$ cat src/rtl/scl_pkg.sv
package scl_pkg;
  typedef enum logic [2:0] {
    ST_IDLE, ST_PULSE, ST_WAIT, ST_SHIFT, ST_TRAIL, ST_OK, ST_ERR
  } scl_state_e;

  function automatic int scl_max(input int a, input int b);
    return (a > b) ? a : b;
  endfunction

  // next shift-register content after one MSB-first bit leaves
  function automatic logic [7:0] scl_next_bits(input logic [7:0] b);
    return {b[6:0], 1'b0};
  endfunction
endpackage

$ cat src/rtl/scl_sync2.sv
module scl_sync2 (
  input  logic clk,
  input  logic rst_n,
  input  logic d,
  output logic q
);
  logic meta;
  always_ff @(posedge clk or negedge rst_n) begin
    if (!rst_n) begin
      meta <= 1'b0;
      q    <= 1'b0;
    end else begin
      meta <= d;
      q    <= meta;
    end
  end
endmodule

$ cat src/rtl/scl_cclk_gen.sv
module scl_cclk_gen #(
  parameter int DIV_W = 8
) (
  input  logic             clk,
  input  logic             rst_n,
  input  logic             run,
  input  logic             restart,
  input  logic [DIV_W-1:0] half_per,
  output logic             clk_raw,
  output logic             rise_evt,
  output logic             fall_evt
);
  // last count value of one phase; a zero setting behaves as one
  function automatic logic [DIV_W-1:0] phase_last(input logic [DIV_W-1:0] h);
    return (h == '0) ? '0 : h - 1'b1;
  endfunction

  logic [DIV_W-1:0] pcnt;
  logic             wrap;

  assign wrap     = run && !restart && (pcnt >= phase_last(half_per));
  assign rise_evt = wrap && !clk_raw;
  assign fall_evt = wrap && clk_raw;

  always_ff @(posedge clk or negedge rst_n) begin
    if (!rst_n) begin
      pcnt    <= '0;
      clk_raw <= 1'b0;
    end else if (!run || restart) begin
      pcnt    <= '0;
      clk_raw <= 1'b0;
    end else if (wrap) begin
      pcnt    <= '0;
      clk_raw <= ~clk_raw;
    end else begin
      pcnt <= pcnt + 1'b1;
    end
  end
endmodule

$ cat src/rtl/serial_cfg_loader.sv
module serial_cfg_loader
  import scl_pkg::*;
#(
  parameter int DIV_W     = 8,
  parameter int PROG_LEN  = 16,
  parameter int INIT_TMO  = 4096,
  parameter int TRAIL_MAX = 64
) (
  input  logic             clk,
  input  logic             rst_n,
  input  logic             start,
  input  logic [DIV_W-1:0] half_per,
  input  logic [7:0]       byte_data,
  input  logic             byte_valid,
  input  logic             byte_last,
  output logic             byte_ready,
  output logic             tgt_rst_n,
  output logic             tgt_clk,
  output logic             tgt_data,
  output logic [2:0]       tgt_mode,
  input  logic             tgt_ready_n,
  input  logic             tgt_done,
  output logic             busy,
  output logic             cfg_ok,
  output logic             cfg_err
);
  localparam int CNT_W = $clog2(scl_max(scl_max(PROG_LEN, INIT_TMO), TRAIL_MAX) + 1);

  scl_state_e       state;
  logic [CNT_W-1:0] cnt;
  logic [7:0]       sh;
  logic [2:0]       bitcnt;
  logic             have;
  logic             last_q;
  logic             init_s;
  logic             done_s;
  logic             clk_raw;
  logic             rise_evt;
  logic             fall_evt;
  logic             load_evt;
  logic             xfer_active;
  logic             run;
  logic             can_start;

  scl_sync2 u_sync_init (.clk(clk), .rst_n(rst_n), .d(tgt_ready_n), .q(init_s));
  scl_sync2 u_sync_done (.clk(clk), .rst_n(rst_n), .d(tgt_done),    .q(done_s));

  assign xfer_active = (state == ST_SHIFT) || (state == ST_TRAIL);
  assign run         = xfer_active && (have || (state == ST_TRAIL));
  assign byte_ready  = (state == ST_SHIFT) && !have;
  assign load_evt    = byte_ready && byte_valid;
  assign can_start   = (state == ST_IDLE) || (state == ST_OK) || (state == ST_ERR);

  scl_cclk_gen #(.DIV_W(DIV_W)) u_cclk (
    .clk(clk), .rst_n(rst_n), .run(run), .restart(load_evt),
    .half_per(half_per), .clk_raw(clk_raw), .rise_evt(rise_evt), .fall_evt(fall_evt)
  );

  always_ff @(posedge clk or negedge rst_n) begin
    if (!rst_n) begin
      state  <= ST_IDLE;
      cnt    <= '0;
      sh     <= '0;
      bitcnt <= '0;
      have   <= 1'b0;
      last_q <= 1'b0;
    end else begin
      case (state)
        ST_PULSE: begin
          if (cnt == '0) begin
            state <= ST_WAIT;
            cnt   <= CNT_W'(INIT_TMO - 1);
          end else begin
            cnt <= cnt - 1'b1;
          end
        end
        ST_WAIT: begin
          if (init_s)            state <= ST_SHIFT;
          else if (cnt == '0)    state <= ST_ERR;
          else                   cnt   <= cnt - 1'b1;
        end
        ST_SHIFT: begin
          if (!init_s) begin
            state <= ST_ERR;
            have  <= 1'b0;
          end else if (done_s) begin
            state <= ST_OK;
            have  <= 1'b0;
          end else if (load_evt) begin
            sh     <= byte_data;
            last_q <= byte_last;
            bitcnt <= '0;
            have   <= 1'b1;
          end else if (fall_evt) begin
            if (bitcnt == 3'd7) begin
              have <= 1'b0;
              if (last_q) begin
                state <= ST_TRAIL;
                cnt   <= '0;
              end
            end else begin
              sh     <= scl_next_bits(sh);
              bitcnt <= bitcnt + 1'b1;
            end
          end
        end
        ST_TRAIL: begin
          if (!init_s)           state <= ST_ERR;
          else if (done_s)       state <= ST_OK;
          else if (fall_evt) begin
            if (cnt == CNT_W'(TRAIL_MAX - 1)) state <= ST_ERR;
            else                              cnt   <= cnt + 1'b1;
          end
        end
        default: begin
          if (can_start && start) begin
            state <= ST_PULSE;
            cnt   <= CNT_W'(PROG_LEN - 1);
            have  <= 1'b0;
            sh    <= '0;
          end
        end
      endcase
    end
  end

  assign tgt_rst_n = (state != ST_PULSE);
  assign tgt_clk   = clk_raw && xfer_active;
  assign tgt_data  = (state == ST_TRAIL) ? 1'b1 : sh[7];
  assign tgt_mode  = 3'b111;
  assign busy      = (state == ST_PULSE) || (state == ST_WAIT) || xfer_active;
  assign cfg_ok    = (state == ST_OK);
  assign cfg_err   = (state == ST_ERR);

  logic unused_rise;
  assign unused_rise = rise_evt;
endmodule

$ cat config.mk
export PLATFORM = sky130hd
export DESIGN_NAME = serial_cfg_loader
export DESIGN_NICKNAME = d
export VERILOG_FILES = /design/src/rtl/scl_pkg.sv /design/src/rtl/scl_sync2.sv /design/src/rtl/scl_cclk_gen.sv /design/src/rtl/serial_cfg_loader.sv
export SDC_FILE = /design/constraint.sdc
export NUM_CORES = 1
export LEC_CHECK = 0
export BUFFER_PORTS_ARGS = -buffer_cell sky130_fd_sc_hd__buf_2
export CAP_MARGIN = 30
export CORE_AREA = 2 2 83 85
export DETAILED_ROUTE_END_ITERATION = 8
export DIE_AREA = 0 0 85 87
export PLACE_DENSITY = 0.68
export SLEW_MARGIN = 20
export SYNTH_ARGS = -nofsm -noshare
export SYNTH_HDL_FRONTEND = slang
export SYNTH_SLANG_ARGS = --single-unit
$ cat constraint.sdc
create_clock -name clk -period 6.6 [get_ports clk]
set_input_delay 0.33 -clock clk [delete_from_list [all_inputs] [get_ports clk]]
set_output_delay 0.33 -clock clk [all_outputs]
set_load 0.05 [all_outputs]
==> impl_metrics.env, run 1 <==
export IMPL_drive_above_1_share_pct=17.0
export IMPL_antenna_cells=0
export IMPL_vdd_drop_max_mv=0.194
export IMPL_cts_setup_buffers=0
export IMPL_io_pins=33
export IMPL_synthFlopType="dfrtp_1"
export IMPL_yosysTopAreaCell="dfrtp_1"
export IMPL_netlist_area_leader_share_pct=33.2
export IMPL_vias=2763
export IMPL_power_uw=1460
export IMPL_fin_worst_hold_slack_ns=0.142
export IMPL_clock_root_buffer="clkbuf_8"
export IMPL_cts_sinks=42
export IMPL_outcome="finished clean"
export IMPL_rows=30
export IMPL_fmax_mhz=271
export IMPL_io_buffer_count=29
export IMPL_grt_overflow_total=0
export IMPL_setup_viol=0
export IMPL_power_leakage_uw=0.00154
export IMPL_dp_hpwl_um=5200
export IMPL_grt_pass1_wl_um=12400
export IMPL_max_cap_violations=0
export IMPL_cp_slowest_cell="o21ai_1"
export IMPL_initial_core_util_pct=48.2
export IMPL_finalHoldViolCount=0
export IMPL_cp_common_cell="o21ai_0"
export IMPL_cp_data_required_time_ns=6.78
export IMPL_cts_tree="yes"
export IMPL_critPathMaxFanout=8
export IMPL_clk_pin_slew_ns=0.08
export IMPL_worstSetupPathType="in2reg"
export IMPL_yosysWarnings=0
export IMPL_dieArea_um2=7400
export IMPL_cts_buffers_inserted=5
export IMPL_synth_area_um2=3160
export IMPL_die_w_um=85
export IMPL_tns_ns=0
export IMPL_yosysSeqAreaShare_pct=33.2
export IMPL_avgSynthCellArea_um2=8.53
export IMPL_first_pass_iters=4
export IMPL_arrival_ns=3.86
export IMPL_synth_edff_count=0
export IMPL_post_cts_resized=0
export IMPL_finalCritPeriodShare_pct=55.9
export IMPL_drc=0
export IMPL_final_common_cell="nand2_1"
export IMPL_ys_types=62
export IMPL_worst_pin_slew_ns=0.678
export IMPL_maxSlewViolCount=0
export IMPL_syn_to_final_growth_pct=8.62
export IMPL_wl_per_cell_um=15.1
export IMPL_slew_headroom_pct=54.5
export IMPL_grt_antenna_before_repair=0
export IMPL_ys_seq_elements=42
export IMPL_cts_max_level=2
export IMPL_mostFrequentLayoutCells="nand2_1, dfrtp_1, nor2_1, buf_2, a21oi_1"
export IMPL_path_cells="buf_2 -> inv_1 -> ha_1 -> nor2b_1 -> nand3b_1 -> or3_1 -> and2_1 -> ha_1 -> and3_1 -> o21ai_0 -> a311oi_1 -> o21ai_0 -> o21ai_0 -> o21ai_1 -> mux2_2"
export IMPL_rsz0062_at_grt="false"
export IMPL_routed_via_density=5.84
export IMPL_async_flop_share_pct=100
export IMPL_start_kind="input pin"
export IMPL_coreArea_um2=6570
export IMPL_ys_top_cells_by_area="dfrtp_1, nand2_1, ha_1, a21oi_1, o21ai_0"
export IMPL_max_stage_delay_ns=0.57
export IMPL_ant_nets=0
export IMPL_power_density_nw_per_um2=424
export IMPL_clock_path_buffers=2
export IMPL_period_minus_slack_ns=3.69
export IMPL_setup_ws_ns=2.91
export IMPL_layout_nets=430
export IMPL_insertion_delay_ns=0.29
export IMPL_endpoint_kind="register"
export IMPL_fin_skew_ns=0.00627
export IMPL_grt_max_degree=43
export IMPL_wl_um=7150
export IMPL_dp_slack_ns=2.62
export IMPL_grt_pass1_vias=2650
export IMPL_die_h_um=87
export IMPL_grt_total_usage_pct=20.4
export IMPL_hold_class="in2reg"
export IMPL_place_congestion=0.852
export IMPL_syn_instance_count=371
export IMPL_drt_iter0_drc=120
==> cells in the mapped netlist (2+ instances only) <==
cell	n
nor4_1	2
o21ai_0	22
a22o_1	4
a31oi_1	3
mux2_2	9
nor2b_1	8
a32oi_1	2
dfrtp_1	42
o2bb2ai_1	2
o22ai_1	8
clkbuf_1	12
inv_1	13
mux2_4	3
or3_1	2
a21o_1	5
buf_4	4
o31ai_1	9
nand2_1	54
a21oi_1	23
and2_1	5
a32o_1	2
nand3b_1	2
o211ai_1	3
nand2b_1	5
and3_1	5
ha_1	14
a22oi_1	2
buf_2	2
nor2_1	29
or4_4	2
a211oi_1	2
nor3_1	12
or2_2	2
xor2_1	9
xnor2_1	7
mux2i_1	6
nand3_1	10
==> per-layer routing <==
metal	global-route usage (%)	share of wire, %
met1	26.3	44
met2	35.7	50
met3	3.41	4.5
met4	5.05	1.5
met5	0	0
==> through the flow <==
| stage | utilization [%] | cell area, um2 | instances |
|---|---|---|---|
| after detailed placement | 50.7 | 3330 | 464 |
| after global placement | 50.7 | 3330 | 464 |
| after floorplan | - | 3170 | 373 |
| after CTS | 51.9 | 3410 | 471 |
| after global routing | 52.3 | 3440 | 473 |
| final | 52.3 | 3440 | 473 |
==> state kept, by name, summed over array words and instances, names as in the netlist, 3 cells and up <==
register     cells
cnt             13
u_cclk.pcnt      8
bitcnt           3
sh               8
state            3
==> critical path: cells and delay by family <==
| kind | cells | cell delay (ns) |
|---|---|---|
| AO/OA/AOI/OAI | 5 | 1.41 |
| adder cells (fa/ha/maj) | 2 | 0.40 |
| buffers and inverters | 2 | 0.16 |
| multiplexers | 1 | 0.41 |
| AND/OR/NAND/NOR | 5 | 1.13 |
==> worst paths after layout <==
path | start | to | slack [ns] | cells past startpoint
min | tgt_ready_n | u_sync_init.meta$_DFF_PN0_ | 0.14 | 1
max | half_per[0] | sh[6]$_DFFE_PN0P_ | 2.91 | 15
max reg2reg | u_cclk.pcnt[2]$_DFF_PN0_ | sh[6]$_DFFE_PN0P_ | 3.70 | 8
min in group asynchronous | rst_n | cnt[5]$_DFFE_PN0P_ | 0.45 | 2
min reg2reg | u_sync_init.meta$_DFF_PN0_ | u_sync_init.q$_DFF_PN0_ | 0.35 | 0
max in group asynchronous | rst_n | u_cclk.pcnt[6]$_DFF_PN0_ | 5.68 | 3
==> cell families after synthesis <==
| logic type | after synthesis | synth area share [%] |
|---|---|---|
| fa+ha+maj | 14 | 5.54 |
| flops | 42 | 33.2 |
| compound gates | 100 | 21.5 |
| simple gates | 148 | 24.1 |
| other cells | 1 | 0.119 |
| buf+inv | 32 | 4.59 |
| xor+xnor | 16 | 4.43 |
| mux | 18 | 6.52 |
==> final cells by class <==
type                    instances  area (um2)
clock buffers                   5        68.8
well taps                      80         100
inverters                      13        48.8
repair buffers                 32         183
multi-input cells             299        1980
flip-flops and latches         42        1050
fillers                       645        3130
clock inverters                 2        10.0
==> where the power goes <==
part / internal, uW / total [uW] / leakage, uW / switching, uW
combinational: 331 / 849 / 0.000936 / 517
sequential: 328 / 451 / 0.000557 / 123
clock: 71.1 / 157 / 0.0000438 / 86.2
==> repair_timing <==
item                       in CTS  in global routing
hold buffers                    0                  1
setup endpoints to repair       0                  0
hold endpoints to repair        0                 12
(Power assumes the default switching activity.)
==> run 2, diff against run 1 <==
- PLACE_DENSITY: 0.68 -> 0.71
- clock period: 6.6 -> 3.03 ns (I/O delays scaled with it)
==> impl_metrics.env, run 2 (synthesized netlist as in run 1, its figures left out) <==
export IMPL_max_cap_violations=0
export IMPL_ff2ff_path_depth=8
export IMPL_endpoint_kind="register"
export IMPL_grt_pass1_vias=2581
export IMPL_slew_headroom_pct=65.3
export IMPL_design_area_um2=3670
export IMPL_rsz0062_at_grt="false"
export IMPL_cp_slowest_cell="or3_4"
export IMPL_min_path_cells=3
export IMPL_io_buffer_count=29
export IMPL_fin_skew_ns=0.00546
export IMPL_antenna_cells=0
export IMPL_r2r_end="cnt[11]$_DFFE_PN0P_"
export IMPL_place_congestion=0.861
export IMPL_hold_start="byte_last"
export IMPL_clock_path_buffers=2
export IMPL_path_cells="buf_2 -> inv_12 -> ha_4 -> nor2b_4 -> nand3b_1 -> or3_4 -> and2_4 -> ha_4 -> and3_1 -> o21ai_1 -> a311oi_2 -> o21a_2 -> a31oi_4 -> or3b_1 -> a32o_1"
export IMPL_worstSetupPathType="in2reg"
export IMPL_drc=0
export IMPL_max_stage_delay_ns=0.41
export IMPL_seq_area_um2=1050
export IMPL_wl_um=7030
export IMPL_coreArea_um2=6570
export IMPL_mostFrequentLayoutCells="nand2_1, dfrtp_1, nor2_1, buf_2, a21oi_1"
export IMPL_cts_setup_buffers=0
export IMPL_cp_common_cell="ha_4"
export IMPL_cpLargestDelayFamily="simple AND/OR/NAND/NOR gates"
export IMPL_r2r_start="cnt[6]$_DFFE_PN0P_"
export IMPL_reg_top3="cnt (13), sh (8), u_cclk.pcnt (8)"
export IMPL_holdPathEnd="last_q$_DFFE_PN0P_"
export IMPL_dp_slack_ns=-0.206
export IMPL_grt_overflow_total=0
export IMPL_layout_nets=446
export IMPL_insertion_delay_ns=0.29
export IMPL_critPathMaxFanout=7
export IMPL_grt_pass1_wl_um=11600
export IMPL_wl_per_cell_um=14.3
export IMPL_grt_antenna_before_repair=0
export IMPL_maxSlewViolCount=0
export IMPL_die_h_um=87
export IMPL_grt_total_usage_pct=19.2
export IMPL_cts_buffers_inserted=5
export IMPL_period_minus_slack_ns=2.84
export IMPL_cts_sinks=42
export IMPL_clock_root_buffer="clkbuf_8"
export IMPL_power_leakage_uw=0.00163
export IMPL_dp_hpwl_um=5220
export IMPL_final_common_cell="nand2_1"
export IMPL_post_dp_cell_area_um2=3490
export IMPL_hold_class="in2reg"
export IMPL_fmax_mhz=352
export IMPL_start_kind="input pin"
export IMPL_ff2ff_setup_slack_ns=0.50
export IMPL_vdd_drop_max_mv=0.655
export IMPL_nFillCells=589
export IMPL_regMostFlops="cnt"
export IMPL_largest_register_ffs=13
export IMPL_multi_input_area_um2=2020
export IMPL_cp_data_required_time_ns=3.21
export IMPL_ant_nets=0
export IMPL_worstPathBufferInverterCount=2
export IMPL_drt_iter0_drc=176
export IMPL_rows=30
export IMPL_initial_core_util_pct=48.2
export IMPL_first_pass_iters=4
export IMPL_finalHoldViolCount=0
export IMPL_setup_ws_ns=0.188
export IMPL_setup_viol=0
export IMPL_routed_via_density=5.77
export IMPL_power_density_nw_per_um2=919
export IMPL_cts_tree="yes"
export IMPL_vias=2826
export IMPL_drive_above_1_share_pct=21.7
export IMPL_clk_pin_slew_ns=0.08
export IMPL_outcome="finished clean"
export IMPL_arrival_ns=3.03
export IMPL_cts_max_level=2
export IMPL_finalCritPeriodShare_pct=93.8
export IMPL_grt_max_degree=43
export IMPL_die_w_um=85
export IMPL_worst_pin_slew_ns=0.521
export IMPL_syn_to_final_growth_pct=15.9
export IMPL_io_pins=33
export IMPL_dieArea_um2=7400
==> run 2: routing by layer <==
| layer | global-route usage, % | part of all wire, % | up-vias |
|---|---|---|---|
| li1 | - | - | 1404 |
| met1 | 26.2 | 47 | 1350 |
| met2 | 32.2 | 48 | 65 |
| met3 | 3.32 | 4.4 | 7 |
| met4 | 4.04 | 0.80 | 0 |
| met5 | 0 | 0 | - |
==> run 2: what timing repair did <==
action	4_1_cts	5_1_grt
hold buffers	2	1
resized for setup	0	2
hold endpoints to repair	2	18
setup endpoints to repair	0	7
==> run 2: layout make-up <==
class | count | area share [%]
clock buffer | 6 | 1.98
clock inverter | 2 | 1.02
inverter | 13 | 1.88
multi-input combinational | 299 | 55.1
sequential | 42 | 28.7
tap | 80 | 2.73
timing repair buffer | 48 | 8.60
==> run 2: metrics by stage <==
stage	instances	util, %	power, uW	setup TNS (ns)	hold WS, ns
after CTS	488	55.2	3380	0	0.0319
final	490	55.8	3370	0	0.0692
after floorplan	373	-	2460	-0.00108	-0.144
after global placement	478	53.2	2880	-0.989	0.261
after detailed placement	478	53.2	2920	-2.35	0.262
after global routing	490	55.8	3630	0	0.0872
==> run 2: where the power goes <==
| group | total (uW) | internal, uW | switching [uW] |
|---|---|---|---|
| clock network | 445 | 246 | 199 |
| logic | 1950 | 821 | 1130 |
| registers | 976 | 715 | 262 |
| total | 3370 | 1780 | 1590 |
==> run 2: worst max path at each step <==
| stage | from | to | slack (ns) | depth (start not counted) |
|---|---|---|---|---|
| floorplan | half_per[1] | cnt[11]$_DFFE_PN0P_ | -0.001 | 15 |
| global placement | half_per[1] | cnt[11]$_DFFE_PN0P_ | -0.12 | 15 |
| detailed placement | half_per[1] | cnt[11]$_DFFE_PN0P_ | -0.21 | 15 |
| CTS | half_per[1] | cnt[11]$_DFFE_PN0P_ | 0.11 | 15 |
| global route | half_per[1] | cnt[11]$_DFFE_PN0P_ | 0.01 | 16 |
| finish | half_per[1] | cnt[11]$_DFFE_PN0P_ | 0.19 | 15 |
==> run 2: worst min-delay path: stages <==
cell	delay, ns
buf_2	0.07
nand3_1	0.05
nand2_1	0.06
